==> src/rtl/dmpe_pkg.sv <==
package dmpe_pkg;
    localparam int unsigned DATA_W_DEF = 32;
    localparam int unsigned FRAC_W_DEF = 16;
    localparam int unsigned TRI_ROWS_DEF = 4;

    typedef enum logic {
        ROUTE_KEEP = 1'b0,
        ROUTE_SWAP = 1'b1
    } route_e;
endpackage

==> src/rtl/dmpe_opsel.sv <==
module dmpe_opsel #(
    parameter int unsigned W = 32
) (
    input  dmpe_pkg::route_e route_i,
    input  logic [W-1:0]     x_i,
    input  logic [W-1:0]     p_i,
    output logic [W-1:0]     mul_o,
    output logic [W-1:0]     add_o,
    output logic [W-1:0]     p_next_o
);
    always_comb begin
        if (route_i == dmpe_pkg::ROUTE_SWAP) begin
            mul_o    = x_i;
            add_o    = p_i;
            p_next_o = x_i;
        end else begin
            mul_o    = p_i;
            add_o    = x_i;
            p_next_o = p_i;
        end
    end
endmodule

==> src/rtl/dmpe_mac.sv <==
module dmpe_mac #(
    parameter int unsigned W    = 32,
    parameter int unsigned FRAC = 16
) (
    input  logic [W-1:0] c_i,
    input  logic [W-1:0] m_i,
    input  logic [W-1:0] a_i,
    output logic [W-1:0] y_o
);
    localparam int unsigned PW = 2 * W;
    localparam int unsigned SW = PW + 1;

    logic signed [PW-1:0] prod;
    logic signed [SW-1:0] prod_ext;
    logic signed [SW-1:0] prod_sh;
    logic signed [SW-1:0] sum;
    logic                 in_range;

    always_comb begin
        prod     = $signed(c_i) * $signed(m_i);
        prod_ext = {prod[PW-1], prod};
        prod_sh  = prod_ext >>> FRAC;
        sum      = prod_sh + $signed({{(SW-W){a_i[W-1]}}, a_i});
        in_range = (sum[SW-1:W-1] == '0) || (sum[SW-1:W-1] == '1);
        if (in_range) begin
            y_o = sum[W-1:0];
        end else if (sum[SW-1]) begin
            y_o = {1'b1, {(W-1){1'b0}}};
        end else begin
            y_o = {1'b0, {(W-1){1'b1}}};
        end
    end
endmodule

==> src/rtl/dual_mode_pe.sv <==
module dual_mode_pe #(
    parameter int unsigned W        = dmpe_pkg::DATA_W_DEF,
    parameter int unsigned FRAC     = dmpe_pkg::FRAC_W_DEF,
    parameter int unsigned TRI_ROWS = dmpe_pkg::TRI_ROWS_DEF
) (
    input  logic         clk,
    input  logic         rst_n,
    input  logic         clear_i,
    input  logic         valid_i,
    input  logic [W-1:0] x_in,
    input  logic [W-1:0] c_in,
    input  logic         s_in,
    output logic         valid_o,
    output logic [W-1:0] x_out,
    output logic [W-1:0] c_out,
    output logic         s_out,
    output logic         tri_mode_o
);
    localparam int unsigned CNT_W = $clog2(TRI_ROWS + 1);
    localparam logic [CNT_W-1:0] CNT_LIMIT = CNT_W'(TRI_ROWS);

    typedef struct packed {
        logic [W-1:0]     p;
        logic [CNT_W-1:0] rows;
        logic [W-1:0]     x;
        logic [W-1:0]     c;
        logic             s;
        logic             vld;
    } state_t;

    state_t state_d, state_q;

    dmpe_pkg::route_e route;
    logic [W-1:0]     mul_op;
    logic [W-1:0]     add_op;
    logic [W-1:0]     p_upd;
    logic [W-1:0]     mac_y;
    logic             pivot_mode;

    assign pivot_mode = (state_q.rows < CNT_LIMIT);
    assign route      = (pivot_mode && s_in) ? dmpe_pkg::ROUTE_SWAP
                                             : dmpe_pkg::ROUTE_KEEP;

    dmpe_opsel #(.W(W)) opsel_i (
        .route_i  (route),
        .x_i      (x_in),
        .p_i      (state_q.p),
        .mul_o    (mul_op),
        .add_o    (add_op),
        .p_next_o (p_upd)
    );

    dmpe_mac #(.W(W), .FRAC(FRAC)) mac_i (
        .c_i (c_in),
        .m_i (mul_op),
        .a_i (add_op),
        .y_o (mac_y)
    );

    always_comb begin
        state_d     = state_q;
        state_d.vld = 1'b0;
        if (clear_i) begin
            state_d.p    = '0;
            state_d.rows = '0;
        end else if (valid_i) begin
            state_d.p   = p_upd;
            state_d.x   = mac_y;
            state_d.c   = c_in;
            state_d.s   = s_in;
            state_d.vld = 1'b1;
            if (pivot_mode) begin
                state_d.rows = state_q.rows + 1'b1;
            end
        end
    end

    always_ff @(posedge clk or negedge rst_n) begin
        if (!rst_n) begin
            state_q <= '0;
        end else begin
            state_q <= state_d;
        end
    end

    assign valid_o    = state_q.vld;
    assign x_out      = state_q.x;
    assign c_out      = state_q.c;
    assign s_out      = state_q.s;
    assign tri_mode_o = pivot_mode;
endmodule

==> config.mk <==
export PLATFORM = sky130hd
export DESIGN_NAME = dual_mode_pe
export DESIGN_NICKNAME = d
export VERILOG_FILES = /design/src/rtl/dmpe_pkg.sv /design/src/rtl/dmpe_opsel.sv /design/src/rtl/dmpe_mac.sv /design/src/rtl/dual_mode_pe.sv
export SDC_FILE = /design/constraint.sdc
export NUM_CORES = 2
export LEC_CHECK = 0
export BUFFER_PORTS_ARGS = -buffer_cell sky130_fd_sc_hd__buf_4
export CAP_MARGIN = 5
export CELL_PAD_IN_SITES_DETAIL_PLACEMENT = 0
export CELL_PAD_IN_SITES_GLOBAL_PLACEMENT = 1
export CORE_ASPECT_RATIO = 0.7
export CORE_MARGIN = 4
export CORE_UTILIZATION = 35
export CTS_CLUSTER_DIAMETER = 100
export CTS_CLUSTER_SIZE = 10
export DETAILED_ROUTE_END_ITERATION = 8
export GPL_TIMING_DRIVEN = 0
export PLACE_DENSITY = 0.62
export SLEW_MARGIN = 0
export SYNTH_ARGS = -nofsm -noshare
export SYNTH_HDL_FRONTEND = slang
export SYNTH_SLANG_ARGS = --single-unit
==> constraint.sdc <==
create_clock -name clk -period 11 [get_ports clk]
set_clock_uncertainty 0.05 [all_clocks]
set_input_delay 1.1 -clock clk [delete_from_list [all_inputs] [get_ports clk]]
set_output_delay 1.1 -clock clk [all_outputs]
set_load 0.05 [all_outputs]
==> results.ini <==
[run_status]
run_status=finished with violations
violations=setup timing

[placement]
placed_cells=6435
dp_hpwl_um=147000
gp_congestion=0.980
place_area_um2=46800
portBuffers=133

[worst_setup_path]
reg2reg_from=state_q[68]$_DFFE_PN0P_
cpLargestDelayFamily=adder cells
crit_fanout=8
worst_setup_path_start_kind=primary input
r2r-end=x_out[3]$_DFFE_PN0P_
required_ns=11.20
cp.depth=45
cpMaxStageDelayCell=fa_2
r2r_slack_ns=-0.57
crit_type=primary input to register
ff2ff_path_depth=44
arrival_ns=12.16
cp-end-kind=register
path_buf_inv=11
crit_top_cell=fa_1
cp-startpoint=s_in
slowest_delay_ns=0.62

[clock_network]
htree_levels=3
clock_latency_ns=0.37
clock_sinks=101
clk_path_buf_depth=2
cts_buffers=9
cts_root_buf=clkbuf_16
cts_tree=yes
cts.clk_slew.worst_paths_ns=0.08
cts-hold-fix-buffers=0

[global_route]
overflow=0
antenna_found_initial=10
grt_pass1_vias=34900
grt_pass1_wl_um=253000
grt_use_total=0.271
grt_max_degree=77

[floorplanning]
ios=136
core_um2=122000
die_y_um=303
dieArea_um2=130000
die_w_um=429
rows=107
initial_core_util=0.355

[final_layout]
layout-drive-gt1-share=0.156
nets=6308
syn_to_final_growth_pct=15.3
instances_no_fill=6570
fin_area_um2=50100
postLayoutCoreUtil=0.409

[detailed_routing]
drt_first_pass_iters=5
drc_errors=0
vias_per_cell=5.08
antenna_left=0
wl_um=174000
avgRoutedWirePerCell_um=26.5
drtIter0Drc=3079
vias=33400

[synth]
avgSynthCellArea_um2=9.31
synth_flop_cell=dfrtp_1
synth.largest_area_cell=fa_1
synth_fp_nets=6045
ys_async_sr_fraction=1.00
synth_warnings=0
synth.top_cell.area_share=0.499
syn_inst=4665
yosysMostFrequentCell=fa_1
synth-edff-count=0
synth_cell_type_count=82
ys_seq_area_frac=0.0582
synth_area_leaders=fa_1 50%, inv_1 8.3%, and2_1 6.7%
synth_area_um2=43400
synth_seq_cells=101
synth.top_cells.by_count=1082 x fa_1, 955 x inv_1, 712 x nand2_1, 468 x and2_1, 229 x ha_1

[timing]
slew_viol_final=0
relSlewSlack=0.0912
timing.hold.ws_ns=0.437
rsz0062_at_grt=yes
fmaxAchievable_mhz=83.6
tightest_slew_ns=1.36
finalSetupViolCount=31
post-route-period-util=1.09
worst_slack_ns=-0.960
fin_crit_ns=11.96
hold_viol_final=0

[min_path]
hold_path_end=c_out[2]$_DFFE_PN0P_
whs_path_depth=2
hold_start=c_out[2]$_DFFE_PN0P_
hold_class=register to register

[run]
maxCapViolations=0

[cells in the final DEF, fill, tap and decap left out, types with 85 or more instances in the layout]
cell and instances:
fa_1 1030, inv_1 947, nand2_1 703, and2_1 467, buf_4 303, ha_1 185, clkbuf_1 126, dfrtp_1 101
a21oi_1 97, nor2_1 85
[final cells by class]
type	count	area (um2)
Clock buffer	10	229
Fill cell	12400	72300
Timing Repair Buffer	258	2150
Antenna cell	2	5.00
Tap cell	1635	2050
Sequential cell	101	2530
Buffer	301	2180
Inverter	955	3590
Clock inverter	6	60.1
Multi-Input combinational cell	3302	37300
[state kept, by name, indices dropped and copies added (netlist names)]
register	flops
s_out	1
valid_o	1
c_out	32
x_out	32
state_q	35
[stage by stage]
step                setup TNS (ns)  setup slack, ns
finish                      -28.83           -0.960
global route                -35.83            -1.19
CTS                         -23.21           -0.780
detailed placement          -90.28            -2.90
global placement            -91.17            -2.93
floorplan                    -8.02           -0.295
[logic make-up after synthesis]
logic type / Yosys count / synth area share
mux: 84 / 0.0212
fa+ha+maj: 1311 / 0.565
compound gates: 384 / 0.0591
flops: 101 / 0.0582
buf+inv: 1262 / 0.117
xor+xnor: 102 / 0.0206
simple gates: 1421 / 0.160
[worst min-delay path, cell delays in order (launching register included)]
cell	delay [ns]
dfrtp_1	0.35
nand2_1	0.05
nand2_1	0.06
[worst max path at each step]
stage	slack [ns]	endpoint
after floorplan	-0.29	x_out[23]$_DFFE_PN0P_
after global placement	-2.93	x_out[28]$_DFFE_PN0P_
after detailed placement	-2.90	x_out[22]$_DFFE_PN0P_
after CTS	-0.78	x_out[23]$_DFFE_PN0P_
after global routing	-1.19	x_out[9]$_DFFE_PN0P_
final	-0.96	x_out[3]$_DFFE_PN0P_
[timing repair]
action	in CTS	in global routing
cloned	5	0
pin swaps	88	29
buffers inserted	101	17
endpoints found under the setup margin	32	32
resized for setup	413	56
[per-layer routing]
| layer | routed length (um) | global-route usage |
|---|---|---|
| met1 | 80300 | 0.404 |
| met2 | 70200 | 0.382 |
| met3 | 18400 | 0.0845 |
| met4 | 4930 | 0.0619 |
| met5 | 0 | 0 |
Power is left out: the tool's default activity adds up to more than one toggle a clock period on the data nets, which glitch-free logic cannot reach.
